$ cat config.mk
export PLATFORM = sky130hd
export DESIGN_NAME = sdiv_unit
export DESIGN_NICKNAME = d
export VERILOG_FILES = /design/src/rtl/sdiv_pkg.sv /design/src/rtl/sdiv_ctrl.sv /design/src/rtl/sdiv_datapath.sv /design/src/rtl/sdiv_unit.sv
export SDC_FILE = /design/constraint.sdc
export NUM_CORES = 1
export LEC_CHECK = 0
export BUFFER_PORTS_ARGS = -buffer_cell sky130_fd_sc_hd__buf_2
export CAP_MARGIN = 0
export CORE_ASPECT_RATIO = 0.6
export CORE_UTILIZATION = 45
export CTS_CLUSTER_SIZE = 10
export DETAILED_ROUTE_END_ITERATION = 8
export GPL_TIMING_DRIVEN = 0
export HOLD_SLACK_MARGIN = 0.02
export PLACE_DENSITY = 0.65
export SLEW_MARGIN = 40
export SYNTH_ARGS = -nofsm -noshare
export SYNTH_HDL_FRONTEND = slang
export SYNTH_SLANG_ARGS = --single-unit
$ cat constraint.sdc
create_clock -name clk -period 5.84 [get_ports clk]
set_input_delay 0.876 -clock clk [delete_from_list [all_inputs] [get_ports clk]]
set_output_delay 0.876 -clock clk [all_outputs]
set_load 0.1 [all_outputs]
$ cat src/rtl/sdiv_pkg.sv
package sdiv_pkg;

  typedef enum logic [1:0] {
    ST_IDLE   = 2'd0,
    ST_RUN    = 2'd1,
    ST_FINISH = 2'd2
  } divState_t;

  // Strobes from control to datapath
  typedef struct packed {
    logic load;   // capture operands and magnitudes
    logic step;   // one restoring iteration
  } divCtrl_t;

endpackage

$ cat src/rtl/sdiv_ctrl.sv
module sdiv_ctrl
  import sdiv_pkg::*;
#(
  parameter int DATA_W = 64
) (
  input  logic     clk,
  input  logic     rstN,
  input  logic     start,
  input  logic     zeroIn,     // selected-width divisor is zero (from datapath)
  input  logic     wideHeld,   // latched width select (from datapath)
  output divCtrl_t strobes,
  output logic     busy,
  output logic     done
);

  localparam int HALF_W = DATA_W / 2;
  localparam int CNT_W  = $clog2(DATA_W);
  localparam logic [CNT_W-1:0] LAST_WIDE   = CNT_W'(DATA_W - 1);
  localparam logic [CNT_W-1:0] LAST_NARROW = CNT_W'(HALF_W - 1);

  divState_t       state, stateNext;
  logic [CNT_W-1:0] stepCnt;
  logic             lastStep;

  assign lastStep = (stepCnt == (wideHeld ? LAST_WIDE : LAST_NARROW));

  always_comb begin
    stateNext    = state;
    strobes.load = 1'b0;
    strobes.step = 1'b0;
    unique case (state)
      ST_IDLE: begin
        if (start) begin
          strobes.load = 1'b1;
          stateNext    = zeroIn ? ST_FINISH : ST_RUN;
        end
      end
      ST_RUN: begin
        strobes.step = 1'b1;
        if (lastStep) stateNext = ST_FINISH;
      end
      ST_FINISH: stateNext = ST_IDLE;
      default:   stateNext = ST_IDLE;
    endcase
  end

  always_ff @(posedge clk or negedge rstN) begin
    if (!rstN) begin
      state   <= ST_IDLE;
      stepCnt <= '0;
    end else begin
      state <= stateNext;
      if (strobes.load)      stepCnt <= '0;
      else if (strobes.step) stepCnt <= stepCnt + 1'b1;
    end
  end

  assign busy = (state != ST_IDLE);
  assign done = (state == ST_FINISH);

  // the result strobe lasts a single cycle
  a_r5_done_pulse: assert property (@(posedge clk) disable iff (!rstN)
    done |=> !done);

  // iteration count never passes the selected width
  a_r7_count_bound: assert property (@(posedge clk) disable iff (!rstN)
    (state == ST_RUN) |-> (stepCnt <= (wideHeld ? LAST_WIDE : LAST_NARROW)));

  // a start seen mid-run does not restart or end the run
  a_r8_start_ignored: assert property (@(posedge clk) disable iff (!rstN)
    (state == ST_RUN && !lastStep && start) |=> (state == ST_RUN && stepCnt != '0));

endmodule

$ cat src/rtl/sdiv_datapath.sv
module sdiv_datapath
  import sdiv_pkg::*;
#(
  parameter int DATA_W = 64
) (
  input  logic              clk,
  input  logic              rstN,
  input  divCtrl_t          strobes,
  input  logic              wideIn,
  input  logic [DATA_W-1:0] dividendIn,
  input  logic [DATA_W-1:0] divisorIn,
  output logic              zeroIn,
  output logic              wideHeld,
  output logic              zeroHeld,
  output logic [DATA_W-1:0] result
);

  localparam int HALF_W = DATA_W / 2;

  logic [DATA_W-1:0] remReg, quoReg, dvsReg;
  logic              negReg;

  // magnitude of an operand in the selected width, zero-extended
  function automatic logic [DATA_W-1:0] magOf(input logic [DATA_W-1:0] v, input logic w);
    logic [HALF_W-1:0] lo;
    lo = v[HALF_W-1:0];
    if (w) magOf = v[DATA_W-1] ? (~v + 1'b1) : v;
    else   magOf = {{HALF_W{1'b0}}, (lo[HALF_W-1] ? (~lo + 1'b1) : lo)};
  endfunction

  logic signA, signB;
  logic [DATA_W-1:0] magA, magB;

  assign signA  = wideIn ? dividendIn[DATA_W-1] : dividendIn[HALF_W-1];
  assign signB  = wideIn ? divisorIn[DATA_W-1]  : divisorIn[HALF_W-1];
  assign magA   = magOf(dividendIn, wideIn);
  assign magB   = magOf(divisorIn, wideIn);
  assign zeroIn = wideIn ? (divisorIn == '0) : (divisorIn[HALF_W-1:0] == '0);

  // restoring step
  logic [DATA_W:0]   trial;
  logic              fits;
  logic [DATA_W-1:0] remNext;

  assign trial   = {remReg, quoReg[DATA_W-1]};
  assign fits    = (trial >= {1'b0, dvsReg});
  assign remNext = fits ? DATA_W'(trial - {1'b0, dvsReg}) : trial[DATA_W-1:0];

  always_ff @(posedge clk or negedge rstN) begin
    if (!rstN) begin
      remReg   <= '0;
      quoReg   <= '0;
      dvsReg   <= '0;
      negReg   <= 1'b0;
      wideHeld <= 1'b0;
      zeroHeld <= 1'b0;
    end else if (strobes.load) begin
      remReg   <= '0;
      quoReg   <= wideIn ? magA : {magA[HALF_W-1:0], {HALF_W{1'b0}}};
      dvsReg   <= magB;
      negReg   <= signA ^ signB;
      wideHeld <= wideIn;
      zeroHeld <= zeroIn;
    end else if (strobes.step) begin
      remReg <= remNext;
      quoReg <= {quoReg[DATA_W-2:0], fits};
    end
  end

  // sign correction, truncated to the selected width
  logic [DATA_W-1:0] quoNeg;
  logic [HALF_W-1:0] quoLow;

  assign quoNeg = ~quoReg + 1'b1;
  assign quoLow = negReg ? quoNeg[HALF_W-1:0] : quoReg[HALF_W-1:0];

  always_comb begin
    if (zeroHeld)      result = '0;
    else if (wideHeld) result = negReg ? quoNeg : quoReg;
    else               result = {{HALF_W{1'b0}}, quoLow};
  end

  // partial remainder stays below the divisor after every step
  a_r2_rem_bound: assert property (@(posedge clk) disable iff (!rstN)
    strobes.step |=> (remReg < dvsReg));

  // a zero divisor never enters the iteration
  a_r3_no_step_on_zero: assert property (@(posedge clk) disable iff (!rstN)
    (strobes.load && zeroIn) |=> !strobes.step);

endmodule

$ cat src/rtl/sdiv_unit.sv
module sdiv_unit
  import sdiv_pkg::*;
#(
  parameter int DATA_W = 64
) (
  input  logic              clk,
  input  logic              rstN,
  input  logic              start,
  input  logic              wide,
  input  logic [DATA_W-1:0] dividend,
  input  logic [DATA_W-1:0] divisor,
  output logic              busy,
  output logic              done,
  output logic [DATA_W-1:0] quotient
);

  localparam int HALF_W = DATA_W / 2;

  divCtrl_t strobes;
  logic     zeroIn, wideHeld, zeroHeld;

  sdiv_ctrl #(.DATA_W(DATA_W)) uCtrl (
    .clk     (clk),
    .rstN    (rstN),
    .start   (start),
    .zeroIn  (zeroIn),
    .wideHeld(wideHeld),
    .strobes (strobes),
    .busy    (busy),
    .done    (done)
  );

  sdiv_datapath #(.DATA_W(DATA_W)) uPath (
    .clk       (clk),
    .rstN      (rstN),
    .strobes   (strobes),
    .wideIn    (wide),
    .dividendIn(dividend),
    .divisorIn (divisor),
    .zeroIn    (zeroIn),
    .wideHeld  (wideHeld),
    .zeroHeld  (zeroHeld),
    .result    (quotient)
  );

  // zero divisor yields zero at the strobe
  a_r3_zero_result: assert property (@(posedge clk) disable iff (!rstN)
    (done && zeroHeld) |-> (quotient == '0));

  // narrow results are zero-extended
  a_r1_narrow_upper: assert property (@(posedge clk) disable iff (!rstN)
    (done && !wideHeld) |-> (quotient[DATA_W-1:HALF_W] == '0));

  // busy covers the strobe cycle
  a_r8_busy_with_done: assert property (@(posedge clk) disable iff (!rstN)
    done |-> busy);

endmodule

After elaboration in Yosys (flattened, before gate mapping)
Index checks and enable logic that the tools add are counted.
- muxes and demuxes: 29
- equal/unequal tests: 5
- bitwise logic cells: 6
- magnitude comparators: 1
- add/sub/neg operators: 7
- reduce and logical (&&, ||, !) cells: 6
- operator list (operator ; number):
    $mux 64 ; 13
    $add 64x1->64 const B ; 3
    $not 64->64 ; 3
    $mux 32 ; 3
    $ge 65x64->1 ; 1
    $add 32x1->32 const B ; 2
    $logic_not 64->1 ; 1
    $not 32->32 ; 2
    $sub 64x64->64 ; 1
    $logic_not 32->1 ; 1
    $mux 6 ; 3
    $add 6x1->6 const B ; 1
    $eq 6x6->1 ; 1
    $mux 1 ; 6
    $mux 2 ; 3
    $pmux 2 s2 ; 1
    $reduce_bool 2->1 ; 2
    $eq 2x1->1 const B ; 1
    $eq 2x2->1 const B ; 1
    $logic_not 2->1 ; 1
    $ne 2x1->1 const B ; 1
    $ne 2x2->1 const B ; 1
    $reduce_and 2->1 ; 1
    $xor 1x1->1 ; 1
- bits of input ports: 132
- register bits after elaboration: 203

Depth between registers and ports, before layout
Gate-level depths: netlist of the first run.
- depth in word-level cells: 6
- gate-level depth with buffers: 15
- depth with buffers taken out: 13

By module
Synthesis of the first run repeated with hierarchy kept, for this count alone.
- cells, all modules: 2245
- area total of the unflattened synthesis: 17977.2 µm²
- by module, submodules not included (module ; cells each ; times used ; area each (µm²)):
    sdiv_datapath ; 2201 ; 1 ; 17518.1
    sdiv_ctrl ; 44 ; 1 ; 459.2

Worst setup path after synthesis of the first run
OpenSTA, ideal clock, no wires.
- path type: register to output
- start point: register uPath.quoReg[14]
- end point: output port quotient[58]
- arrival time: 4.401 ns
- stages on the path, launching flop included: 11
- data required time: 4.964 ns
- path slack: 0.563 ns
- cell sequence: dfrtp_1 -> or4_4 -> nor4_4 -> nand2_1 -> or4_4 -> or3_4 -> or3_4 -> or3_4 -> o31ai_4 -> xor2_1 -> nor2_1
- longest elaborated chain between the ends: 5
- RTL lines (item ; RTL line ; RTL):
    start, declared ; sdiv_datapath.sv:20 ; logic [DATA_W-1:0] remReg, quoReg, dvsReg;
    start signal, assigned ; sdiv_datapath.sv:59 ; quoReg <= wideIn ? magA : {magA[HALF_W-1:0], {HALF_W{1'b0}}};
    start signal, assigned ; sdiv_datapath.sv:66 ; quoReg <= {quoReg[DATA_W-2:0], fits};
    $not 64->64 ; sdiv_datapath.sv:74 ; assign quoNeg = ~quoReg + 1'b1;
    $add 64x1->64 ; sdiv_datapath.sv:74 ;
    $mux 64 (2 in series) ; sdiv_datapath.sv:79 ; else if (wideHeld) result = negReg ? quoNeg : quoReg;
    $mux 64 ; sdiv_datapath.sv:78 ; if (zeroHeld) result = '0;
    end, declared ; sdiv_unit.sv:14 ; output logic [DATA_W-1:0] quotient
Every way passes these cells.

Final worst setup path of the first run
- start point: register uPath.quoReg[16]
- end point: output port quotient[61]
Same word-level chain as after synthesis.

==> out/metrics.csv, run 1 <==
stage,metric,value,unit
route,drt-initial-drc-count,2497,
clock_tree,cts-resized-gates,0,
critical_path,worstPathMaxFanout,6,
die,io_pins,198,
run_status,outcome,"finished, final reports clean",
global_route,grt_max_degree,65,
clock_tree,htreeDepth,1,
yosys,yosysTopAreaCell,dfrtp_1,
route,route.met3.wl,11.0,mm
critical_path,endpoint_kind,primary output,
route,met2_length,25.3,mm
yosys,synth_top_area_share,29.3,%
cells_and_area,nFillCells,3731,
die,coreArea,37800,µm²
global_route,overflow,0,
route,drc,0,
timing,fin_hold_ws,0.224,ns
critical_path,cp.required,4.96,ns
yosys,synthCells,2243,
die,row_count,55,
cells_and_area,final_cells,2982,
yosys,synthArstFlopShare,100,%
yosys,synth_warnings,0,
yosys,yosysUniqueCellTypes,73,
placement,gp_congestion,1.00,
critical_path,slowest_delay,0.51,ns
route,highest_layer,met5,
yosys,synth_ff_type,dfrtp_1,
yosys,ys_seq_elements,203,
timing,min_period_over_period,97.9,%
yosys,seq_area_frac_synth,29.3,%
clock_tree,post_cts_buffers,0,
timing,hold_violations,0,
die,dieArea,39400,µm²
route,drt_wl_total,72.7,mm
placement,post-place-ws,0.790,ns
placement,port_buffers,191,
route,wl_per_cell,24.4,µm
yosys,synth_area,17400,µm²
cells_and_area,layout-drive-gt1-share,11.6,%
critical_path,critPathSlowestCell,or4_4,
global_route,antenna_found_initial,2,
critical_path,critPathKind,flop to primary output,
clock_tree,clockRootBuffer,clkbuf_16,
yosys,synth.net_count,2446,
clock_tree,clock_latency,0.55,ns
timing,finalSetupViolCount,0,
yosys,synth_edf_count,0,
clock_tree,cts_tree,built,
flow_run,max_cap_viol_count,0,
clock_tree,cts.sink_count,203,
timing,max_freq,0.175,GHz
cells_and_area,diodes,0,
timing,skew,0.0201,ns
placement,placedCellCount,2950,
worst_hold_path,min_path_type,input port to asynchronous set/reset pin,
die,die_w,256,µm
clock_tree,cts_buffers,25,
timing,layout_setup_ws,0.124,ns
clock_tree,cts_hold_buf,0,
yosys,avgSynthCellArea,7.74,µm²
global_route,grt_pass1_wl,108,mm
yosys,synth_commonest_cells,"nand2_1 (270), o21ai_0 (227), nor2_1 (212)",
global_route,grt_pass1_vias,16800,
route,via_count,18600,
critical_path,start_kind,flop,
route,wl_met1,34.6,mm
yosys,synth_most_common_cell,nand2_1,
critical_path,worstPathCellList,or3_1 > nor4_2 > nand4_1 > or4_4 > or2_4 > or3_1 > buf_2 > or2_4 > o41ai_2 > xor2_1 > nor2_1 > buf_2,
timing,rsz0062_at_grt,no,
die,die_h,154,µm
placement,dp_hpwl,58.3,mm
timing,max_slew_margin,39.7,%
route,dr.pass1.iters,8,
clock_tree,clk_pin_slew,0.06,ns
route,vias_per_cell,6.25,
cells_and_area,syn_to_final_growth,13.8,%
timing,min_period,5.72,ns
global_route,grt_use_total,36.2,%
die,start_util,45.9,%
timing,worstMarginPinSlew,0.905,ns
clock_tree,cts_buffer_depth,3,
timing,drv_slew,0,
critical_path,cp.arrival,4.84,ns
cells_and_area,nNetsFinal,2667,
yosys,synthTopCellsByArea,"dfrtp_1 (29%), xor2_1 (7.8%), o21ai_0 (6.5%), xnor2_1 (5.9%), nand2_1 (5.8%)",
route,antenna_left,0,
timing,fin_tns_setup,0,ns
## flip-flops by register name (all words and copies together) (netlist names)
register,flops
uPath.zeroHeld,1
uCtrl.stepCnt,6
uPath.quoReg,64
uPath.negReg,1
uCtrl.state,2
uPath.wideHeld,1
uPath.dvsReg,64
uPath.remReg,64
## metal layers
layer / vias up / global-route usage [%]
met5: - / 3.99
met4: 6 / 6.93
met3: 115 / 15.7
met2: 1110 / 43.0
met1: 8924 / 57.0
li1: 8469 / -
## metrics by stage
| stage | utilization (%) | instance area, µm² |
|---|---|---|
| after global placement | 50.1 | 19000 |
| after floorplan | - | 17400 |
| after detailed placement | 50.4 | 19100 |
| final | 52.2 | 19800 |
| after global routing | 52.2 | 19800 |
| after CTS | 52.2 | 19700 |
## path summary, 6_finish.rpt
| path | from | to | slack [ns] | cells after the start |
|---|---|---|---|---|
| max reg2reg | uPath.dvsReg[18] | uPath.remReg[30] | 0.88 | 15 |
| max in group asynchronous | rstN | uPath.remReg[8] | 4.65 | 3 |
| max | uPath.quoReg[16] | quotient[61] | 0.12 | 12 |
| min in group clk | uPath.dvsReg[26] | uPath.dvsReg[26] | 0.48 | 2 |
| min | rstN | uPath.quoReg[15] | 0.22 | 1 |
| min reg2reg | uPath.dvsReg[26] | uPath.dvsReg[26] | 0.48 | 2 |
## critical path, delay by kind of cell, from the launching register on
family	cells	cell delay [ns]
AOI/OAI and AO/OA	1	0.26
xor gates and xnor gates	1	0.11
buffers and inverters	2	0.66
DFF	1	0.47
and+or+nand+nor	8	2.79
## layout by cell type, fill, tap and decap left out, types with 15 or more instances in the layout
cell	count
xor2_1	155
a22oi_1	15
clkbuf_2	16
dfrtp_1	203
inv_1	96
or4_1	27
o21ai_0	227
xnor2_1	116
a21oi_1	143
clkbuf_16	25
or3_1	35
buf_2	195
nand3_1	67
o31ai_1	57
nor3_1	27
o311ai_0	31
nand4_1	25
o22ai_1	35
nand2_1	270
o41ai_1	15
nand2b_1	23
clkbuf_1	108
mux2i_1	24
nor2_1	212
a221oi_1	21
ha_1	70
## kinds of logic after synthesis
family | synth area share (%)
simple gates | 21.2
compound gates | 24.2
xor+xnor | 13.7
buf+inv | 5.02
flops | 29.3
fa+ha+maj | 5.16
mux | 1.51
## cell type report
cell class / count / area [µm²] / share of cell area (%)
flip-flops and latches: 203 / 5080 / 25.7
repair buffers: 194 / 1040 / 5.27
plain buffers: 135 / 533 / 2.70
clock buffers: 30 / 664 / 3.36
inverters: 96 / 360 / 1.82
clock inverters: 2 / 13.8 / 0.0697
well taps: 513 / 642 / 3.25
multi-input cells: 1809 / 11400 / 57.8
Power of run 1 is left out: the tool's default activity adds up to more than one toggle a clock period on the data nets, which glitch-free logic cannot reach.
==> inputs of run 2 (changes only) <==
==> constraint.sdc (replaced) <==
create_clock -name clk -period 5.4 [get_ports clk]
set_input_delay 0.81 -clock clk [delete_from_list [all_inputs] [get_ports clk]]
set_output_delay 0.81 -clock clk [all_outputs]
set_load 0.1 [all_outputs]
==> out/metrics.csv, run 2 (synthesis results as in run 1) <==
stage,metric,value,unit,change
route,drt-initial-drc-count,2491,,was 2497
die,die_h,154,µm,unchanged
timing,hold_violations,0,,unchanged
placement,port_buffers,191,,unchanged
clock_tree,cts_buffers,25,,unchanged
critical_path,cp.required,4.59,ns,was 4.96 ns
placement,dp_hpwl,58.3,mm,unchanged
critical_path,cp.arrival,4.57,ns,was 4.84 ns
clock_tree,clk_pin_slew,0.05,ns,was 0.06 ns
global_route,overflow,0,,unchanged
timing,rsz0062_at_grt,no,,unchanged
route,dr.pass1.iters,8,,unchanged
cells_and_area,syn_to_final_growth,14.1,%,was 13.8%
critical_path,rr_worst_depth,15,,unchanged
route,drc,2,,was 0
cells_and_area,final_cells,2985,,was 2982
placement,dpl_cell_area,19100,µm²,unchanged
placement,gp_congestion,1.00,,unchanged
die,die_w,256,µm,unchanged
die,start_util,45.9,%,unchanged
die,row_count,55,,unchanged
clock_tree,clockRootBuffer,clkbuf_16,,unchanged
clock_tree,cts_hold_buf,0,,unchanged
global_route,grt_max_degree,65,,unchanged
cells_and_area,layout-drive-gt1-share,11.7,%,was 11.6%
timing,drv_slew,0,,unchanged
route,vias_per_cell,6.26,,was 6.25
critical_path,crit_family,simple AND/OR/NAND/NOR gates,,unchanged
route,via_count,18700,,was 18.6k
die,coreArea,37800,µm²,unchanged
critical_path,worstPathCellList,or4_4 > nor4_4 > nand4_1 > or4_4 > or2_4 > or3_1 > buf_2 > or2_4 > nand2_1 > xor2_1 > nor2_1 > buf_2,,was or3_1 > nor4_2 > nand4_1 > or4_4 > or2_4 > or3_1 > buf_2 > or2_4 > o41ai_2 > xor2_1 > nor2_1 > buf_2
critical_path,crit_buf_inv,2,,unchanged
timing,min_period_over_period,99.6,%,
placement,placedCellCount,2950,,unchanged
clock_tree,cts_tree,built,,unchanged
clock_tree,htreeDepth,1,,unchanged
die,io_pins,198,,unchanged
run_status,violations,design-rule violations,,
route,drt_wl_total,72.9,mm,was 72.7 mm
clock_tree,cts.sink_count,203,,unchanged
timing,layout_setup_ws,0.0209,ns,was 0.124 ns
critical_path,critPathSlowestCell,or4_4,,unchanged
critical_path,r2r_end,uPath.remReg[30],,unchanged
cells_and_area,layout_common_cells,"nand2_1 (270), o21ai_0 (227), nor2_1 (211)",,"was nand2_1 (270), o21ai_0 (227), nor2_1 (212)"
clock_tree,cts_buffer_depth,3,,unchanged
clock_tree,clock_latency,0.55,ns,about the same
cells_and_area,nNetsFinal,2669,,was 2667
global_route,grt_use_total,36.2,%,about the same
timing,worstMarginPinSlew,0.944,ns,was 0.905 ns
cells_and_area,nFillCells,3722,,was 3731
timing,min_period,5.38,ns,
cells_and_area,fin_area,19800,µm²,about the same
timing,finalSetupViolCount,0,,unchanged
critical_path,worstPathMaxFanout,6,,unchanged
critical_path,cp-startpoint,uPath.quoReg[15],,was uPath.quoReg[16]
cells_and_area,final_common_cell,nand2_1,,unchanged
critical_path,r2r_start,uPath.dvsReg[18],,unchanged
global_route,grt_pass1_wl,108,mm,about the same
global_route,antenna_found_initial,2,,unchanged
die,dieArea,39400,µm²,unchanged
critical_path,r2r_slack,0.45,ns,was 0.88 ns
timing,fin_hold_ws,0.162,ns,was 0.224 ns
placement,post-place-ws,0.416,ns,was 0.790 ns
timing,max_slew_margin,37.1,%,was 39.7%
route,antenna_left,0,,unchanged
cells_and_area,top_regs,"uPath.dvsReg x64, uPath.quoReg x64, uPath.remReg x64",,unchanged
flow_run,max_cap_viol_count,0,,unchanged
critical_path,path_depth,12,,unchanged
route,wl_per_cell,24.4,µm,about the same
critical_path,start_kind,flop,,unchanged
worst_hold_path,min_path_type,input port to asynchronous set/reset pin,,unchanged
critical_path,critPathKind,flop to primary output,,unchanged
timing,max_freq,0.186,GHz,
critical_path,slowest_delay,0.58,ns,was 0.51 ns
critical_path,endpoint_kind,primary output,,unchanged
global_route,grt_pass1_vias,16800,,unchanged
timing,skew,0.0205,ns,was 0.0201 ns
run_status,outcome,"finished, violations left",,"was finished, final reports clean"
run 2: cell count changes in the layout (fill, tap and decap cells not counted), sizes merged:
cell and change:
buf +2, diode +1
run 2: worst reg2reg max path: stages (launching register included):
cell and delay [ns]:
dfrtp_1 0.36, inv_1 0.06, ha_1 0.29, clkbuf_1 0.21, a21oi_1 0.41, o21ai_0 0.14, a21oi_1 0.34, nand2_1 0.12
o21ai_0 0.43, o211ai_1 0.36, a41oi_1 0.49, o211a_1 0.20, clkbuf_1 0.34, clkbuf_1 0.66, mux2i_1 0.28, o21ai_0 0.11
run 2: per-layer routing:
layer  vias up  global-route usage (%)  wire length (µm)
li1       8476                       -                 -
met1      9004                    57.0             34700
met2      1108                    43.0             25300
met3       109                    15.7             11100
met4         4                    6.93              1580
met5         -                    3.99               218
run 2: area by class of cell:
cell class / instances / area (µm²) / area share, %
multi-input cells: 1809 / 11400 / 57.7
diodes: 1 / 2.50 / 0.0126
clock inverters: 2 / 13.8 / 0.0695
repair buffers: 196 / 1080 / 5.43
well taps: 513 / 642 / 3.24
inverters: 96 / 360 / 1.82
clock buffers: 30 / 664 / 3.35
flip-flops and latches: 203 / 5080 / 25.6
plain buffers: 135 / 533 / 2.69
run 2: stage by stage:
step / setup TNS, ns / util [%]
final: 0 / 52.4
after global routing: 0 / 52.3
after CTS: 0 / 52.2
after detailed placement: 0 / 50.4
after global placement: -23.70 / 50.1
after floorplan: 0 / -
run 2: worst max-delay path by stage:
stage,endpoint,slack [ns]
3_5_place_dp,quotient[61],0.42
4_1_cts,quotient[58],0.01
6_report,quotient[55],0.02
3_3_place_gp,uPath.dvsReg[16],-0.16
5_1_grt,quotient[55],0.001
2_1_floorplan,quotient[58],0.19
run 2: what timing repair did:
item                                    CTS  global route
buffers inserted                          0             2
resized for setup                         4             8
hold endpoints to repair                  0             0
endpoints found under the setup margin    3             8
Power of run 2 is left out for the same reason.
